<file path="src/rtl/txe_pkg.sv">
package txe_pkg;

   typedef enum logic [1:0] {
      ST_IDLE  = 2'd0,
      ST_READ  = 2'd1,
      ST_WRITE = 2'd2,
      ST_IRQ   = 2'd3
   } txe_state_e;

   localparam logic [1:0] CFG_SRC  = 2'd0;
   localparam logic [1:0] CFG_DST  = 2'd1;
   localparam logic [1:0] CFG_CTRL = 2'd2;

endpackage

</file>
<file path="src/rtl/txe_chan_regs.sv">
module txe_chan_regs
   import txe_pkg::*;
#(
   parameter int NUM_CH = 8,
   parameter int ADDR_W = 16,
   parameter int CNT_W  = 8
) (
   input  logic                      clk,
   input  logic                      rst_n,
   input  logic                      cfg_we,
   input  logic [$clog2(NUM_CH)-1:0] cfg_ch,
   input  logic [1:0]                cfg_sel,
   input  logic [ADDR_W-1:0]         cfg_data,
   input  logic                      upd_valid,
   input  logic [$clog2(NUM_CH)-1:0] upd_ch,
   input  logic [ADDR_W-1:0]         upd_src,
   input  logic [ADDR_W-1:0]         upd_dst,
   input  logic [CNT_W-1:0]          upd_cnt,
   output logic [ADDR_W-1:0]         src_o  [NUM_CH],
   output logic [ADDR_W-1:0]         dst_o  [NUM_CH],
   output logic [CNT_W-1:0]          cnt_o  [NUM_CH],
   output logic                      wide_o [NUM_CH],
   output logic                      incd_o [NUM_CH]
);
   localparam int CH_W     = $clog2(NUM_CH);
   localparam int WIDE_BIT = CNT_W;
   localparam int INCD_BIT = CNT_W + 1;
   localparam logic [CNT_W-1:0] CONT_CODE = {CNT_W{1'b1}};

   for (genvar c = 0; c < NUM_CH; c++) begin : g_ch
      logic hit_cfg;
      logic hit_upd;

      assign hit_cfg = cfg_we && (cfg_ch == CH_W'(c));
      assign hit_upd = upd_valid && (upd_ch == CH_W'(c));

      always_ff @(posedge clk or negedge rst_n) begin
         if (!rst_n) begin
            src_o[c]  <= '0;
            dst_o[c]  <= '0;
            cnt_o[c]  <= '0;
            wide_o[c] <= 1'b0;
            incd_o[c] <= 1'b0;
         end else if (hit_cfg) begin
            case (cfg_sel)
               CFG_SRC:  src_o[c] <= cfg_data;
               CFG_DST:  dst_o[c] <= cfg_data;
               CFG_CTRL: begin
                  cnt_o[c]  <= cfg_data[CNT_W-1:0];
                  wide_o[c] <= cfg_data[WIDE_BIT];
                  incd_o[c] <= cfg_data[INCD_BIT];
               end
               default: ;
            endcase
         end else if (hit_upd) begin
            src_o[c] <= upd_src;
            dst_o[c] <= upd_dst;
            cnt_o[c] <= upd_cnt;
         end
      end

      // a continuous channel keeps its code unless software rewrites control
      a_r4_cont_hold : assert property (@(posedge clk) disable iff (!rst_n)
         (cnt_o[c] == CONT_CODE && !(hit_cfg && cfg_sel == CFG_CTRL))
         |=> (cnt_o[c] == CONT_CODE));
   end

endmodule

</file>
<file path="src/rtl/txe_prio_pick.sv">
module txe_prio_pick #(
   parameter int NUM_CH = 8
) (
   input  logic [NUM_CH-1:0]         req,
   output logic                      any,
   output logic [$clog2(NUM_CH)-1:0] idx
);
   localparam int CH_W = $clog2(NUM_CH);

   always_comb begin
      any = 1'b0;
      idx = '0;
      for (int i = 0; i < NUM_CH; i++) begin
         if (req[i]) begin
            any = 1'b1;
            idx = CH_W'(i);
         end
      end
   end

endmodule

</file>
<file path="src/rtl/txe_mover.sv">
module txe_mover
   import txe_pkg::*;
#(
   parameter int ADDR_W = 16,
   parameter int DATA_W = 16,
   parameter int CNT_W  = 8,
   parameter int CH_W   = 3
) (
   input  logic              clk,
   input  logic              rst_n,
   input  logic              start,
   input  logic [CH_W-1:0]   start_ch,
   input  logic [ADDR_W-1:0] start_src,
   input  logic [ADDR_W-1:0] start_dst,
   input  logic [CNT_W-1:0]  start_cnt,
   input  logic              start_wide,
   input  logic              start_incd,
   output logic              idle,
   output logic              mem_req,
   output logic              mem_we,
   output logic              mem_wide,
   output logic [ADDR_W-1:0] mem_addr,
   output logic [DATA_W-1:0] mem_wdata,
   input  logic [DATA_W-1:0] mem_rdata,
   input  logic              mem_ack,
   output logic              upd_valid,
   output logic [CH_W-1:0]   upd_ch,
   output logic [ADDR_W-1:0] upd_src,
   output logic [ADDR_W-1:0] upd_dst,
   output logic [CNT_W-1:0]  upd_cnt,
   output logic              irq_valid,
   output logic [CH_W-1:0]   irq_ch
);
   localparam logic [CNT_W-1:0]  CONT_CODE = {CNT_W{1'b1}};
   localparam logic [ADDR_W-1:0] WORD_STEP = ADDR_W'(DATA_W / 8);
   localparam logic [ADDR_W-1:0] BYTE_STEP = ADDR_W'(1);

   txe_state_e        state_q;
   logic [CH_W-1:0]   ch_q;
   logic [ADDR_W-1:0] src_q;
   logic [ADDR_W-1:0] dst_q;
   logic [CNT_W-1:0]  cnt_q;
   logic              wide_q;
   logic              incd_q;
   logic [DATA_W-1:0] data_q;
   logic [ADDR_W-1:0] step;

   always_ff @(posedge clk or negedge rst_n) begin
      if (!rst_n) begin
         state_q <= ST_IDLE;
         ch_q    <= '0;
         src_q   <= '0;
         dst_q   <= '0;
         cnt_q   <= '0;
         wide_q  <= 1'b0;
         incd_q  <= 1'b0;
         data_q  <= '0;
      end else begin
         case (state_q)
            ST_IDLE: begin
               if (start) begin
                  ch_q    <= start_ch;
                  src_q   <= start_src;
                  dst_q   <= start_dst;
                  cnt_q   <= start_cnt;
                  wide_q  <= start_wide;
                  incd_q  <= start_incd;
                  state_q <= (start_cnt == '0) ? ST_IRQ : ST_READ;
               end
            end
            ST_READ: begin
               if (mem_ack) begin
                  data_q  <= wide_q ? mem_rdata
                                    : {{(DATA_W-8){1'b0}}, mem_rdata[7:0]};
                  state_q <= ST_WRITE;
               end
            end
            ST_WRITE: begin
               if (mem_ack) state_q <= ST_IDLE;
            end
            default: state_q <= ST_IDLE;
         endcase
      end
   end

   always_comb begin
      idle      = (state_q == ST_IDLE);
      mem_req   = (state_q == ST_READ) || (state_q == ST_WRITE);
      mem_we    = (state_q == ST_WRITE);
      mem_wide  = wide_q;
      mem_addr  = (state_q == ST_WRITE) ? dst_q : src_q;
      mem_wdata = data_q;
      step      = wide_q ? WORD_STEP : BYTE_STEP;
      upd_valid = (state_q == ST_WRITE) && mem_ack;
      upd_ch    = ch_q;
      upd_src   = incd_q ? src_q : src_q + step;
      upd_dst   = incd_q ? dst_q + step : dst_q;
      upd_cnt   = (cnt_q == CONT_CODE) ? cnt_q : cnt_q - 1'b1;
      irq_valid = (state_q == ST_IRQ);
      irq_ch    = ch_q;
   end

   // an unacknowledged request keeps its address and direction
   a_r6_req_hold : assert property (@(posedge clk) disable iff (!rst_n)
      (mem_req && !mem_ack) |=> (mem_req && $stable(mem_addr) && $stable(mem_we)));

   // an acknowledged read is followed directly by the write
   a_r6_read_then_write : assert property (@(posedge clk) disable iff (!rst_n)
      (mem_req && !mem_we && mem_ack) |=> (mem_req && mem_we));

   // one write per service, the bus is released after it
   a_r6_single_write : assert property (@(posedge clk) disable iff (!rst_n)
      (mem_req && mem_we && mem_ack) |=> !mem_req);

   // the low byte written is the low byte that was read
   a_r2_data_carried : assert property (@(posedge clk) disable iff (!rst_n)
      (mem_req && !mem_we && mem_ack) |=> (mem_wdata[7:0] == $past(mem_rdata[7:0])));

endmodule

</file>
<file path="src/rtl/trig_xfer_engine.sv">
module trig_xfer_engine
   import txe_pkg::*;
#(
   parameter int NUM_CH = 8,
   parameter int ADDR_W = 16,
   parameter int DATA_W = 16,
   parameter int CNT_W  = 8
) (
   input  logic                      clk,
   input  logic                      rst_n,
   input  logic [NUM_CH-1:0]         trig_i,
   input  logic                      cfg_we_i,
   input  logic [$clog2(NUM_CH)-1:0] cfg_ch_i,
   input  logic [1:0]                cfg_sel_i,
   input  logic [ADDR_W-1:0]         cfg_data_i,
   output logic                      mem_req_o,
   output logic                      mem_we_o,
   output logic                      mem_wide_o,
   output logic [ADDR_W-1:0]         mem_addr_o,
   output logic [DATA_W-1:0]         mem_wdata_o,
   input  logic [DATA_W-1:0]         mem_rdata_i,
   input  logic                      mem_ack_i,
   output logic [NUM_CH-1:0]         irq_o
);
   localparam int CH_W = $clog2(NUM_CH);

   if (NUM_CH < 2 || (1 << CH_W) != NUM_CH) begin : g_bad_ch
      $error("NUM_CH must be a power of two, at least 2");
   end
   if (DATA_W < 16 || (DATA_W % 8) != 0) begin : g_bad_data
      $error("DATA_W must be a multiple of 8, at least 16");
   end
   if (CNT_W < 2 || ADDR_W < CNT_W + 2) begin : g_bad_cnt
      $error("ADDR_W must hold the control word of CNT_W+2 bits");
   end

   logic [ADDR_W-1:0] src_a  [NUM_CH];
   logic [ADDR_W-1:0] dst_a  [NUM_CH];
   logic [CNT_W-1:0]  cnt_a  [NUM_CH];
   logic              wide_a [NUM_CH];
   logic              incd_a [NUM_CH];

   logic [NUM_CH-1:0] pending_q;
   logic              pick_any;
   logic [CH_W-1:0]   pick_idx;
   logic              mv_idle;
   logic              grant;
   logic [NUM_CH-1:0] grant_mask;

   logic              upd_valid;
   logic [CH_W-1:0]   upd_ch;
   logic [ADDR_W-1:0] upd_src;
   logic [ADDR_W-1:0] upd_dst;
   logic [CNT_W-1:0]  upd_cnt;
   logic              irq_valid;
   logic [CH_W-1:0]   irq_ch;

   txe_chan_regs #(
      .NUM_CH (NUM_CH),
      .ADDR_W (ADDR_W),
      .CNT_W  (CNT_W)
   ) u_regs (
      .clk       (clk),
      .rst_n     (rst_n),
      .cfg_we    (cfg_we_i),
      .cfg_ch    (cfg_ch_i),
      .cfg_sel   (cfg_sel_i),
      .cfg_data  (cfg_data_i),
      .upd_valid (upd_valid),
      .upd_ch    (upd_ch),
      .upd_src   (upd_src),
      .upd_dst   (upd_dst),
      .upd_cnt   (upd_cnt),
      .src_o     (src_a),
      .dst_o     (dst_a),
      .cnt_o     (cnt_a),
      .wide_o    (wide_a),
      .incd_o    (incd_a)
   );

   txe_prio_pick #(.NUM_CH(NUM_CH)) u_pick (
      .req (pending_q),
      .any (pick_any),
      .idx (pick_idx)
   );

   assign grant      = mv_idle && pick_any;
   assign grant_mask = grant ? (NUM_CH'(1) << pick_idx) : '0;

   // pending is cleared at grant, so a retrigger during service is kept
   always_ff @(posedge clk or negedge rst_n) begin
      if (!rst_n) pending_q <= '0;
      else        pending_q <= (pending_q & ~grant_mask) | trig_i;
   end

   txe_mover #(
      .ADDR_W (ADDR_W),
      .DATA_W (DATA_W),
      .CNT_W  (CNT_W),
      .CH_W   (CH_W)
   ) u_mover (
      .clk        (clk),
      .rst_n      (rst_n),
      .start      (grant),
      .start_ch   (pick_idx),
      .start_src  (src_a[pick_idx]),
      .start_dst  (dst_a[pick_idx]),
      .start_cnt  (cnt_a[pick_idx]),
      .start_wide (wide_a[pick_idx]),
      .start_incd (incd_a[pick_idx]),
      .idle       (mv_idle),
      .mem_req    (mem_req_o),
      .mem_we     (mem_we_o),
      .mem_wide   (mem_wide_o),
      .mem_addr   (mem_addr_o),
      .mem_wdata  (mem_wdata_o),
      .mem_rdata  (mem_rdata_i),
      .mem_ack    (mem_ack_i),
      .upd_valid  (upd_valid),
      .upd_ch     (upd_ch),
      .upd_src    (upd_src),
      .upd_dst    (upd_dst),
      .upd_cnt    (upd_cnt),
      .irq_valid  (irq_valid),
      .irq_ch     (irq_ch)
   );

   assign irq_o = irq_valid ? (NUM_CH'(1) << irq_ch) : '0;

   for (genvar c = 0; c < NUM_CH; c++) begin : g_pend_chk
      // a pending trigger survives until its channel is granted
      a_r1_pending_hold : assert property (@(posedge clk) disable iff (!rst_n)
         (pending_q[c] && !grant_mask[c]) |=> pending_q[c]);
   end

   // the interrupt pulse never overlaps a bus access
   a_r5_irq_quiet : assert property (@(posedge clk) disable iff (!rst_n)
      (irq_o != '0) |-> !mem_req_o);

   // the interrupt lasts a single cycle
   a_r5_irq_pulse : assert property (@(posedge clk) disable iff (!rst_n)
      (irq_o != '0) |=> (irq_o == '0));

endmodule

</file>
<file path="config.mk">
export PLATFORM = sky130hd
export DESIGN_NAME = trig_xfer_engine
export DESIGN_NICKNAME = d
export VERILOG_FILES = /design/src/rtl/txe_pkg.sv /design/src/rtl/txe_chan_regs.sv /design/src/rtl/txe_prio_pick.sv /design/src/rtl/txe_mover.sv /design/src/rtl/trig_xfer_engine.sv
export SDC_FILE = /design/constraint.sdc
export NUM_CORES = 1
export LEC_CHECK = 0
export ABC_AREA = 1
export BUFFER_PORTS_ARGS = -buffer_cell sky130_fd_sc_hd__buf_2
export CAP_MARGIN = 20
export CORE_ASPECT_RATIO = 1.4
export CORE_UTILIZATION = 45
export DETAILED_ROUTE_END_ITERATION = 16
export PLACE_DENSITY = 0.6
export SLEW_MARGIN = 20
export SYNTH_ARGS = -nofsm -noshare
export SYNTH_HDL_FRONTEND = slang
export SYNTH_SLANG_ARGS = --single-unit
</file>
<file path="constraint.sdc">
create_clock -name clk -period 3.85 [get_ports clk]
set_input_delay 1.155 -clock clk [delete_from_list [all_inputs] [get_ports clk]]
set_output_delay 1.155 -clock clk [all_outputs]
set_load 0.005 [all_outputs]
</file>
==> flow_metrics.tcl <==
set metrics [dict create \
    power.switching_uw 8130 \
    dp.final_hpwl_um 62700 \
    port_buffers 91 \
    clock_path_buffers 3 \
    synth_area_leaders "dfrtp_1, nand2_1, nor2_1, o21ai_0, a31oi_1" \
    h-tree-depth 2 \
    drt_first_pass_iters 6 \
    synthArstFlopShare_pct 100 \
    synth.most_common_cell "nand2_1" \
    syn_to_final_growth_pct 12.8 \
    p_leak_uw 0.0114 \
    required_ns 2.69 \
    p_total_uw 19400 \
    antenna_found_initial 1 \
    globalRouteMet3Util_pct 6.55 \
    path_cells "inv_1 -> ha_2 -> buf_4 -> o21ai_0 -> buf_2" \
    drive_above_1_share_pct 11.1 \
    drv_slew 0 \
    hold_path_class "reg2reg" \
    met1_usage_pct 46.0 \
    yosysWarnings 0 \
    cts_tree "yes" \
    finalHoldViolCount 0 \
    ys_ff_latch 407 \
    place_ws_ns 0.292 \
    first_iter_violations 2471 \
    grt_pass1_vias 21100 \
    wl_um 91400 \
    synth_top_flop_cell "dfrtp_1" \
    gp_congestion 0.981 \
    setup_slack_ns 0.297 \
    switching_share_pct 42.0 \
    cts_root_buf "clkbuf_16" \
    ir_drop_uv 439 \
    clk_pin_slew_worst_paths_ns 0.06 \
    grt-ovfl-total 0 \
    critPathCaptureType "output pin" \
    ios 92 \
    p_int_uw 11200 \
    fin_crit_sh_pct 92.3 \
    cts_made_buffers 43 \
    grtUsageTotal_pct 37.6 \
    status "finished, final reports clean" \
    cp.arrival_ns 2.40 \
    power.share.clock_pct 21.3 \
    rsz0062_at_grt "no" \
    syn_area_per_cell_um2 7.66 \
    gr-usage-met2_pct 60.8 \
    critPathKind "reg2out" \
    detail-route-antenna-nets 0 \
    start_util_pct 45.7 \
    fin_util_pct 51.6 \
    wl_per_cell_um 25.8 \
    critical_path.max_stage_delay_ns 0.56 \
    netlist.area_leader.share_pct 47.2 \
    ys_types 51 \
    max_freq_mhz 281 \
    ctsResizeCount 0 \
    power.density_nw_per_um2 795 \
    drcViolationCount 0 \
    top_usage_layer "met2" \
    grt_max_degree 88 \
    post-route-min-period_ns 3.55 \
    core_area_um2 47200 \
    fp-row-count 94 \
    synth-edff-count 0 \
    ys_seq_area_share_pct 47.2 \
    placed_cell_area_um2 23000 \
    yosys.area.top_type "dfrtp_1" \
    die_w_um 187 \
    finalInstanceArea_um2 24300 \
    nNetsFinal 2958 \
    relSlewSlack_pct 27.5 \
    skew_ns 0.0149 \
    hold_buffers 0 \
    critPathLaunchType "flip-flop" \
    avgViaCountPerCell 6.08 \
    vias 21600 \
    maxCapViolCount 0 \
    setup_tns_ns 0 \
    synth_nets 2878 \
    crit_slowest_cell "o21ai_0" \
    synth_area_um2 21600 \
    grt_pass1_wl_um 136000 \
    fill_cells 4589 \
    clock-sinks 407 \
    insertion_delay_ns 0.57 \
    p_seq_share_pct 38.9 \
    die_h_um 261 \
    synth.top_cells.by_count "nand2_1, dfrtp_1, nor2_1" \
    die-area_um2 48800 \
    cts_setup_buffers 0 \
    cp_max_fo 8 \
    p_comb_share_pct 39.8 \
    final-setup-viol-count 0 \
    synth_cells 2817 \
    worst_pin_slew_ns 1.09 \
]
## metal layers
metal / vias to the layer above / wire [um]
met5: - / 0
met4: 0 / 7180
met3: 366 / 8760
met2: 1314 / 41500
met1: 10400 / 34000
li1: 9501 / -
## worst paths after layout
| kind | start | endpoint | slack, ns | cells past startpoint |
|---|---|---|---|---|
| min | u_regs.incd_o[7]$_DFFE_PN0P_ | u_regs.incd_o[7]$_DFFE_PN0P_ | 0.48 | 2 |
| min in group asynchronous | rst_n | u_regs.src_o[49]$_DFFE_PN0P_ | 0.63 | 1 |
| max in group asynchronous | rst_n | u_regs.src_o[75]$_DFFE_PN0P_ | 2.21 | 2 |
| min reg2reg | u_regs.incd_o[7]$_DFFE_PN0P_ | u_regs.incd_o[7]$_DFFE_PN0P_ | 0.48 | 2 |
| max | u_mover.state_q[0]$_DFFE_PN0P_ | mem_addr_o[4] | 0.30 | 5 |
| max reg2reg | u_mover.state_q[0]$_DFFE_PN0P_ | u_regs.dst_o[83]$_DFFE_PN0P_ | 0.48 | 8 |
## sequential cells by signal, summed over array words and instances (netlist names)
signal / flops
u_mover.mem_wide: 1
u_mover.cnt_q: 8
u_regs.incd_o: 8
pending_q: 8
u_mover.src_q: 16
u_mover.irq_ch: 3
u_regs.dst_o: 128
u_mover.dst_q: 16
u_regs.cnt_o: 64
u_mover.incd_q: 1
u_mover.state_q: 2
u_regs.wide_o: 8
u_mover.mem_wdata: 16
u_regs.src_o: 128
## final cells by class
cell class | instances | area [um^2] | share of cell area, %
sequential | 407 | 10200 | 41.8
multi-input combinational | 1981 | 9670 | 39.7
timing repair buffer | 192 | 1350 | 5.54
clock buffer | 68 | 1300 | 5.35
inverter | 272 | 1020 | 4.19
tap | 624 | 781 | 3.21
clock inverter | 4 | 35.0 | 0.144
antenna | 1 | 2.50 | 0.0103
## cell usage in the layout, fill, tap and decap left out, types with 8 or more instances in the layout
cell type  count
nor2_1       394
dfrtp_1      407
o31ai_1       11
nand2_1      600
buf_2         90
ha_1           9
xor2_1        16
o211ai_1      14
nor2_2        11
a31oi_1      156
inv_1        254
nand3_1      195
buf_4         91
nand4_1       10
nor3_1        17
clkbuf_8      11
a21oi_1      102
clkbuf_1      13
o21ai_1       27
inv_2         15
clkbuf_16     44
o21a_1         9
a22oi_1       15
buf_12        10
o22ai_1       26
nand2_2        9
o221ai_1      20
o21ai_0      272
mux2_2         8
## kinds of logic after synthesis
logic type,count (synthesis),share of synthesized area (%)
adder cells (fa/ha/maj),12,0.766
buffers and inverters,429,8.07
AO/OA/AOI/OAI,675,18.0
AND/OR/NAND/NOR,1260,24.1
multiplexers,10,0.510
flip-flops,407,47.2
XOR/XNOR,24,1.32
## critical path: cells and delay by family, from the launching register on
| kind | cells | cell delay, ns |
|---|---|---|
| AOI/OAI and AO/OA | 1 | 0.56 |
| DFF | 1 | 0.41 |
| adders and majority gates | 1 | 0.32 |
| buffers and inverters | 3 | 0.53 |
## power by group through the flow
stage | registers, uW | clock network, uW | logic, uW
2_1_floorplan | 7180 | 0 | 4980
3_3_place_gp | 7500 | 0 | 7430
3_5_place_dp | 7560 | 0 | 7550
4_1_cts | 7500 | 4160 | 7580
5_1_grt | 7740 | 4300 | 8490
6_report | 7530 | 4120 | 7710
## per-stage QoR
stage	hold slack, ns	cells
6_report	0.482	3549
4_1_cts	0.487	3548
5_1_grt	0.500	3548
3_5_place_dp	0.472	3476
3_3_place_gp	0.461	3476
2_1_floorplan	0.442	2817
(Power assumes the default switching activity.)
